--- src/rtl/ballast_seq.sv ---
module ballast_seq #(
  parameter int SYNC_STAGES = 2
) (
  input  logic       clk,
  input  logic       rst_n,
  input  logic       vdd_on,
  input  logic       vdd_off,
  input  logic       bus_en,
  input  logic       bus_dis,
  input  logic       sd_low,
  input  logic       sd_high,
  input  logic       tc_third,
  input  logic       tc_half,
  input  logic       tc_2third,
  input  logic       oc_over,
  input  logic       cnt_trip,
  input  logic       eol_trip,
  output logic       osc_en,
  output logic       cap_dump,
  output logic       ramp_hold,
  output logic       reg_sink,
  output logic [2:0] mode
);
  localparam int NF = 12;

  typedef enum logic [2:0] {
    ST_LOCK = 3'd0, ST_PRE = 3'd1, ST_DUMP = 3'd2, ST_IGN = 3'd3,
    ST_PRUN = 3'd4, ST_RUN = 3'd5, ST_FLT = 3'd7
  } state_t;

  logic [NF-1:0] raw;
  logic [NF-1:0] sq [SYNC_STAGES];
  logic [NF-1:0] f;
  logic          oc_d;
  state_t        st, nxt;

  assign raw = {eol_trip, cnt_trip, oc_over, tc_2third, tc_half, tc_third,
                sd_high, sd_low, bus_dis, bus_en, vdd_off, vdd_on};

  always_ff @(posedge clk or negedge rst_n) begin
    if (!rst_n) begin
      for (int i = 0; i < SYNC_STAGES; i++) sq[i] <= '0;
    end else begin
      sq[0] <= raw;
      for (int i = 1; i < SYNC_STAGES; i++) sq[i] <= sq[i-1];
    end
  end

  assign f = sq[SYNC_STAGES-1];

  wire s_vdd_on  = f[0];
  wire s_vdd_off = f[1];
  wire s_bus_en  = f[2];
  wire s_bus_dis = f[3];
  wire s_sd_low  = f[4];
  wire s_sd_high = f[5];
  wire s_third   = f[6];
  wire s_half    = f[7];
  wire s_2third  = f[8];
  wire s_oc      = f[9];
  wire s_cnt     = f[10];
  wire s_eol     = f[11];

  always_comb begin
    nxt = st;
    case (st)
      ST_LOCK: if (s_vdd_on && s_bus_en && s_sd_low) nxt = ST_PRE;
      ST_FLT:  if (s_vdd_off || s_sd_high) nxt = ST_LOCK;
      default: begin
        if (s_vdd_off || s_bus_dis) nxt = ST_LOCK;
        else begin
          case (st)
            ST_PRE:  if (s_cnt) nxt = ST_FLT; else if (s_2third) nxt = ST_DUMP;
            ST_DUMP: if (s_cnt) nxt = ST_FLT; else if (!s_third) nxt = ST_IGN;
            ST_IGN:  if (s_half) nxt = ST_PRUN;
            ST_PRUN: if (s_oc) nxt = ST_FLT; else if (s_2third) nxt = ST_RUN;
            ST_RUN:  if (s_cnt || s_eol) nxt = ST_FLT;
            default: nxt = ST_LOCK;
          endcase
        end
      end
    endcase
  end

  always_ff @(posedge clk or negedge rst_n) begin
    if (!rst_n) begin
      st   <= ST_LOCK;
      oc_d <= 1'b0;
    end else begin
      st   <= nxt;
      oc_d <= s_oc;
    end
  end

  assign mode      = st;
  assign osc_en    = (st != ST_LOCK) && (st != ST_FLT);
  assign cap_dump  = (st == ST_LOCK) || (st == ST_DUMP) || (st == ST_FLT);
  assign ramp_hold = (st == ST_LOCK) || (st == ST_PRE) || (st == ST_DUMP) || (st == ST_FLT);
  assign reg_sink  = (st == ST_IGN) && s_oc && !oc_d;
endmodule

--- config.mk ---
export PLATFORM = sky130hd
export DESIGN_NAME = ballast_seq
export DESIGN_NICKNAME = d
export VERILOG_FILES = /design/src/rtl/ballast_seq.sv
export SDC_FILE = /design/constraint.sdc
export NUM_CORES = 1
export LEC_CHECK = 0
export BUFFER_PORTS_ARGS = -buffer_cell sky130_fd_sc_hd__buf_2
export CORE_MARGIN = 2
export CORE_UTILIZATION = 40
export DETAILED_ROUTE_END_ITERATION = 6
export GPL_ROUTABILITY_DRIVEN = 0
export MAX_ROUTING_LAYER = met4
export PLACE_DENSITY = 0.59
export SLEW_MARGIN = 5
export SYNTH_ARGS = -nofsm -noshare
export SYNTH_HDL_FRONTEND = slang
export SYNTH_SLANG_ARGS = --single-unit
--- constraint.sdc ---
create_clock -name clk -period 2.45 [get_ports clk]
set_clock_uncertainty 0.15 [all_clocks]
set_input_delay 0.49 -clock clk [delete_from_list [all_inputs] [get_ports clk]]
set_output_delay 0.49 -clock clk [all_outputs]
set_load 0.01 [all_outputs]
# == Yosys cells after proc, flatten, opt, wreduce, memory -nomap -nowiden ==
# Index checks and enable logic that the tools add are counted.
# totals
register_bits,28
elab_cells,48
# op_classes
eq_ne,14
mux,13
n_reduce_logical,17
# op_table
operator,n
3-bit two-way mux,11
3-bit case mux with 5 select lines,1
6-bit inequality test (second input constant),2
5-bit inequality test (second input constant),2
3-bit equality test (second input constant),3
1-bit logical OR,8
7-bit AND reduction,1
3-bit by 2-bit equality test with 1-bit output (second input constant),2
6-bit by 5-bit inequality test with 1-bit output (second input constant),1
3-bit case mux with 2 select lines,1
1-bit logical AND,5
2-bit inequality test (second input constant),2
3-bit by 1-bit equality test with 1-bit output (second input constant),1
3-bit logical NOT,1
3-bit inequality test (second input constant),1
3-bit nonzero test,1
1-bit logical NOT,1

# == Depth between registers and ports, before layout ==
# Gate-level depths: netlist (run 1).
# depth
ltp_word,5
depth_mapped,7
mapped_depth_nobuf,6

# == Worst setup path after synthesis (run 1) ==
# Ideal clock, no wire load.
# synth_path
kind,register to register
from,"register st[1], in the netlist mode[1]"
to,"register st[2], in the netlist mode[2]"
arrival_time_ns,1.699
path_slack_ns,0.522
stages_incl_launch_ff,8
n_path_buf,1
synth_period_minus_slack_ns,1.928
cell_sequence,dfrtp_1 -> buf_2 -> inv_1 -> ha_1 -> o21ai_0 -> a211oi_1 -> o21ai_0 -> mux2i_1
# synth_via
elab_chain_len,4
word_cells_on_any_way,18
# synth_lines
item,line_no,rtl
from (decl),35,"state_t st, nxt;"
from (signal assigned),90,st <= nxt;
"3-bit equality test, or another cell as far along",72,case (st)
3-bit case mux with 5 select lines,72,
3-bit two-way mux,70,if (s_vdd_off || s_bus_dis) nxt = ST_LOCK;
3-bit case mux with 2 select lines,66,case (st)
# Several ways; a longest one is shown, not always the timed one.
# A chain may end at the register's enable or synchronous reset.

# == Worst setup path in the final report (run 1) ==
# layout_path
from,"register st[2], in the netlist mode[2]"
to,output ramp_hold
# layout_via
elab_chain_len,4
word_cells_on_any_way,7
# layout_lines
item,line_no,rtl
3-bit by 1-bit equality test with 1-bit output or 3-bit logical NOT (tied branches),98,assign ramp_hold = (st == ST_LOCK) || (st == ST_PRE) || (st == ST_DUMP) || (st == ST_FLT);
1-bit logical OR (2 in a row),98,
1-bit logical OR *,98,
to (decl),20,"output logic ramp_hold,"
# Mark *: on every way between the ends. The rest lies on a longest branch, timed or not.

==> impl_metrics.csv, run 1 <==
group,metric,value,unit
synthesis,synth_seq_cells,28,
critical_path,worstPathArrival,1.55,ns
clock_network,insertion_delay,0.31,ns
power,leakage,0.5393,nW
clock_network,cts_tree,"done",
synthesis,synth.area.top_cells,"dfrtp_1, o21ai_0, mux2i_1",
synthesis,ys_types,25,
global_routing,grt_pass1_wl,2546,µm
global_routing,grt_pass1_vias,553,
critical_path,path_max_fanout,15,
finish,fillCellCount,229,
critical_path,reg2reg_to,"mode[2]$_DFFE_PN0P_",
timing,fmax,455.7,MHz
global_routing,grt_max_degree,29,
timing,slew_violations,0,
clock_network,max-clock-path-buffers,2,
critical_path,r2r_start,"mode[2]$_DFFE_PN0P_",
floorplanning,coreArea,2455,µm²
synthesis,syn_area,1028,µm²
timing,hold_violations,0,
detailed_routing,drt_first_pass_iters,4,
detailed_routing,vias,655,
power,power.density,1011,nW/µm²
floorplanning,die_area,2993,µm²
synthesis,netlist_instances,77,
clock_network,cts.htree.levels,1,
synthesis,synth_area_per_cell,13.36,µm²
critical_path,endpoint_kind,"primary output",
finish,drive_gt1_share,30.30,%
synthesis,synth_warnings,0,
floorplanning,start_util,41.90,%
critical_path,crit_path_start,"mode[2]$_DFFE_PN0P_",
job,cap_violations,0,
floorplanning,die_width,54.71,µm
synthesis,syn_nets,93,
clock_network,postCtsSetupRepairBufs,0,
finish,fin_util,48.22,%
clock_network,clk_pin_slew,0.13,ns
timing,fin_crit_sh,89.56,%
placed_design,port_buffers,20,
floorplanning,die_y,54.71,µm
global_routing,track_usage,13.15,%
synthesis,seq_area_frac_synth,68.13,%
placed_design,post-dp-hpwl,1101,µm
detailed_routing,wire_per_inst,12.39,µm
detailed_routing,drtIter0Drc,4,
finish,area_growth,15.09,%
detailed_routing,detail-route-antenna-nets,0,
synthesis,synth_top_cell_by_area,"dfrtp_1",
floorplanning,io_pins,21,
detailed_routing,drc_errors,0,
critical_path,crit_end,"ramp_hold",
critical_path,critPathRequiredTime,1.81,ns
critical_path,start_kind,"register",
worst_hold_path,hold_class,"in -> async",
timing,grt_setup_unrepaired,"no",
clock_network,cts_buffers,3,
global_routing,grt_overflow,0,
critical_path,worstSetupPathType,"reg -> out",
timing,finalSetupViolCount,0,
finish,antenna_cells,0,
clock_network,hold_buffers,0,
global_routing,antenna_found_initial,0,
timing,slew_headroom,61.25,%
outcome,status,"finished, final reports clean",
floorplanning,num_rows,18,
power,max-vdd-ir-drop,0.4733,mV
detailed_routing,drt-total-wl,1598,µm
synthesis,synth_top_cell_area_share,68.13,%
finish,nets,116,
timing,period_needed,2.194,ns
clock_network,cts_sinks,28,
critical_path,reg2reg_depth,6,
critical_path,rrSetupSlack,0.44,ns
timing,tightest_slew,0.5813,ns
clock_network,cts_root_buf,"clkbuf_4",
detailed_routing,viasPerCell,5.078,
timing,tns,0,ns
## flip-flops by register name, summed over array words and instances, names as in the netlist
| register | flops |
|---|---|
| f | 12 |
| sq | 12 |
| mode | 3 |
| oc_d | 1 |
## logic make-up after synthesis
kind of cell / Yosys count / share of synthesized area [%]
AND/OR/NAND/NOR: 17 / 8.516
multiplexers: 3 / 2.920
AO/OA/AOI/OAI: 20 / 13.87
adder cells (fa/ha/maj): 2 / 2.433
flip-flops: 28 / 68.13
buffers and inverters: 7 / 4.135
## critical path, stage by stage (launching register included)
cell,delay [ns]
dfrtp_2,0.53
inv_1,0.16
ha_1,0.21
a31o_2,0.21
buf_2,0.13
## Yosys cell counts (all sizes together)
library cell / instances
a21oi: 4
ha: 2
a31o: 1
mux2i: 3
a31oi: 1
a41oi: 1
nor3: 5
a211oi: 3
o32ai: 1
nor4b: 1
nor2: 3
inv: 4
nand2b: 1
nor2b: 1
nand3: 3
dfrtp: 28
a22oi: 1
nand2: 2
or2b: 1
o22a: 1
o21ai: 7
buf: 3
## worst min path at each step
stage | slack (ns) | to
floorplan | 0.04 | f[0]$_DFF_PN0_
global placement | 0.18 | f[3]$_DFF_PN0_
detailed placement | 0.18 | f[10]$_DFF_PN0_
CTS | 0.02 | sq[19]$_DFF_PN0_
global route | 0.02 | sq[22]$_DFF_PN0_
finish | 0.004 | sq[19]$_DFF_PN0_
## layer usage
metal / wire [µm] / vias to the layer above / share of wire [%] / global-route usage (%)
met5: 0 / - / 0 / -
met4: 32 / 0 / 2.0 / 10.00
met3: 90 / 4 / 5.6 / 3.552
met2: 766 / 24 / 48 / 18.85
met1: 708 / 311 / 44 / 15.63
li1: - / 316 / - / -
## repair_timing
| item | CTS | global route |
|---|---|---|
| endpoints found under the hold margin | 0 | 0 |
| endpoints found under the setup margin | 0 | 1 |
| gates resized for setup | 0 | 1 |
## report_power, final
part | switching (W) | internal (W) | leakage, nW | total [W]
registers | 0.0000527 | 0.000504 | 0.329 | 0.000557
logic | 0.000242 | 0.000188 | 0.190 | 0.000430
clock network | 0.000119 | 0.0000908 | 0.0210 | 0.000210
## cells in the final DEF, fill, tap and decap left out
cell and n:
mux2i_1 3, clkbuf_4 3, inv_1 4, ha_1 2, dfrtp_1 27, a211oi_1 2, o21ai_0 7, nor2b_1 1
a31o_2 1, o22a_1 1, or2b_1 1, nor2_1 3, clkbuf_8 1, a21oi_1 3, nor4b_1 1, nor3_1 5
dfrtp_2 1, buf_4 1, nand2_1 2, a211oi_2 1, o32ai_2 1, nand2b_1 1, a31oi_1 1, buf_2 20
a22oi_1 1, a21oi_2 1, nand3_1 3, a41oi_1 1
## stage by stage
step	hold WS, ns	setup slack (ns)	instance area, µm²	cells	total power (W)
after CTS	0.01772	0.1057	1182	129	0.001209
after global placement	0.1828	0.5237	1146	125	0.0009818
after global routing	0.01934	0.1531	1184	129	0.001290
after detailed placement	0.1847	0.3528	1146	125	0.0009959
final	0.003863	0.2557	1184	129	0.001196
after floorplan	0.04441	0.5219	1028	77	0.0008798
## cell type report
cell class	instances	area (µm²)	area share, %
clock buffers	4	36.28	3.066
inverters	4	15.01	1.268
multi-input cells	42	285.3	24.10
flip-flops and latches	28	701.9	59.30
well taps	30	37.54	3.171
repair buffers	21	107.6	9.091
Note: power is estimated with default switching activity, not from simulation.
==> run 2: changes to the inputs <==
--- a/config.mk
+++ b/config.mk
@@ -11,7 +11,7 @@
 export DETAILED_ROUTE_END_ITERATION = 6
 export GPL_ROUTABILITY_DRIVEN = 0
 export MAX_ROUTING_LAYER = met4
-export PLACE_DENSITY = 0.59
+export PLACE_DENSITY = 0.58
 export SLEW_MARGIN = 5
 export SYNTH_ARGS = -nofsm -noshare
 export SYNTH_HDL_FRONTEND = slang
==> run 2 against run 1 <==
Effect of this change: die area stayed put; setup slack better by 0.025 ns; critical path depth stayed put; clock power is 20% lower; final area is 1.2% lower; via count is 0.15% lower; first-iteration DRC count is 50% higher; cell count is 0.78% lower; utilization is 0.56 points lower; routed wire length is 3.8% lower; critical path type unchanged; highest routed layer unchanged.
==> impl_metrics.csv, run 2 (synthesis gave the netlist of run 1 again) <==
group,metric,value,unit
outcome,status,"finished, final reports clean",
placed_design,port_buffers,20,
floorplanning,die_width,54.71,µm
global_routing,grt_util_met3,3.279,%
detailed_routing,drt_first_pass_iters,4,
global_routing,grt_util_met1,14.85,%
timing,grt_setup_unrepaired,"no",
global_routing,grt_pass1_vias,609,
critical_path,cp_slowest_cell,"dfrtp_2",
critical_path,worstSetupPathType,"reg -> out",
finish,nets,116,
timing,period_needed,2.169,ns
global_routing,grt_overflow,0,
floorplanning,die_area,2993,µm²
timing,tightest_slew,0.5868,ns
critical_path,path_max_fanout,15,
power,p_int,0.0007484,W
finish,final_common_cell,"dfrtp_1",
clock_network,cts_buffers,3,
clock_network,cts_root_buf,"clkbuf_4",
critical_path,endpoint_kind,"primary output",
clock_network,postCtsSetupRepairBufs,0,
finish,area_growth,13.75,%
timing,finalSetupViolCount,0,
power,pwr-share-clk,14.6,%
detailed_routing,vias,654,
clock_network,cts_sinks,28,
power,power_frac_seq,48.4,%
floorplanning,io_pins,21,
critical_path,critPathRequiredTime,1.81,ns
timing,hold_violations,0,
global_routing,antenna_found_initial,0,
worst_hold_path,hold_class,"in -> async",
clock_network,clk_pin_slew,0.12,ns
timing,tns,0,ns
critical_path,slowest_delay,0.53,ns
finish,antenna_cells,0,
power,power.density,982.5,nW/µm²
critical_path,start_kind,"register",
global_routing,grt_use_met2,20.63,%
global_routing,track_usage,13.30,%
finish,final_area,1170,µm²
critical_path,critical_path.top_delay_family,"flip-flops",
clock_network,max-clock-path-buffers,2,
detailed_routing,drc_errors,0,
placed_design,post-dp-hpwl,1095,µm
global_routing,grt_busiest_layer,"met2",
placed_design,dpl_cell_area,1146,µm²
job,cap_violations,0,
global_routing,grt_max_degree,29,
power,max-vdd-ir-drop,0.5319,mV
floorplanning,num_rows,18,
floorplanning,die_y,54.71,µm
timing,fin_crit_sh,88.52,%
finish,drive_gt1_share,29.59,%
critical_path,worstPathArrival,1.53,ns
power,p_sw,0.0004010,W
clock_network,cts_tree,"done",
detailed_routing,drt-total-wl,1537,µm
detailed_routing,drtIter0Drc,6,
detailed_routing,detail-route-antenna-nets,0,
global_routing,grt_pass1_wl,2566,µm
timing,slew_violations,0,
power,p_comb_share,37.0,%
timing,fmax,461.1,MHz
critical_path,worstPathCellList,"inv_1 -> ha_1 -> a31o_2 -> buf_2",
detailed_routing,wire_per_inst,12.01,µm
power,swShare,34.89,%
floorplanning,coreArea,2455,µm²
clock_network,cts.htree.levels,1,
clock_network,insertion_delay,0.30,ns
power,leakage,0.5321,nW
finish,layout_common_cells,"dfrtp_1, buf_2, o21ai_0",
timing,slew_headroom,60.88,%
critical_path,path_buf_inv,2,
floorplanning,start_util,41.90,%
detailed_routing,viasPerCell,5.109,
-- run 2: worst paths after layout --
check / slack (ns) / endpoint / start / cells after the start
setup / recovery: 0.28 / ramp_hold / mode[2]$_DFFE_PN0P_ / 4
hold / removal: 0.01 / sq[12]$_DFF_PN0_ / rst_n / 1
setup reg to reg: 0.44 / mode[2]$_DFFE_PN0P_ / mode[2]$_DFFE_PN0P_ / 6
hold reg to reg: 0.21 / f[0]$_DFF_PN0_ / sq[12]$_DFF_PN0_ / 0
max in group asynchronous: 1.72 / mode[2]$_DFFE_PN0P_ / rst_n / 1
min in group clk: 0.12 / sq[14]$_DFF_PN0_ / bus_en / 1
-- run 2: worst register-to-register path, stage by stage (launching register included) --
cell and delay [ns]:
dfrtp_2 0.53, inv_1 0.15, ha_1 0.38, o21ai_0 0.11
a211oi_1 0.33, o21ai_0 0.15, mux2i_1 0.14
-- run 2: area by class of cell --
cell class,instances,area (µm²)
inverters,4,15.01
well taps,30,37.54
multi-input cells,42,285.3
clock buffers,3,22.52
repair buffers,21,107.6
flip-flops and latches,28,701.9
fillers,233,1285
-- run 2: through the flow --
step                hold slack (ns)  power [W]  util, %  instances  setup slack [ns]
finish                      0.01121   0.001149    47.66        128            0.2812
global route               0.009379   0.001239    47.66        128            0.1579
CTS                        0.008211   0.001164    47.60        128            0.1083
detailed placement           0.1847  0.0009932    46.69        125            0.3704
global placement             0.1835  0.0009839    46.69        125            0.5220
floorplan                   0.04441  0.0008798        -         77            0.5219
-- run 2: repair_timing --
item	CTS	global route
hold buffers	0	0
setup endpoints to repair	0	1
resized for setup	0	1
-- run 2: layer usage --
| metal | up-vias | share of wire (%) |
|---|---|---|
| li1 | 315 | - |
| met1 | 314 | 43 |
| met2 | 21 | 49 |
| met3 | 4 | 5.9 |
| met4 | 0 | 2.1 |
| met5 | - | 0 |
-- run 2: power groups by stage --
stage / Combinational [W] / Clock [W] / Sequential, W
2_1_floorplan: 0.000330 / 0 / 0.000550
3_5_place_dp: 0.000429 / 0 / 0.000565
3_3_place_gp: 0.000424 / 0 / 0.000560
5_1_grt: 0.000474 / 0.000200 / 0.000565
4_1_cts: 0.000430 / 0.000179 / 0.000555
6_report: 0.000426 / 0.000168 / 0.000556
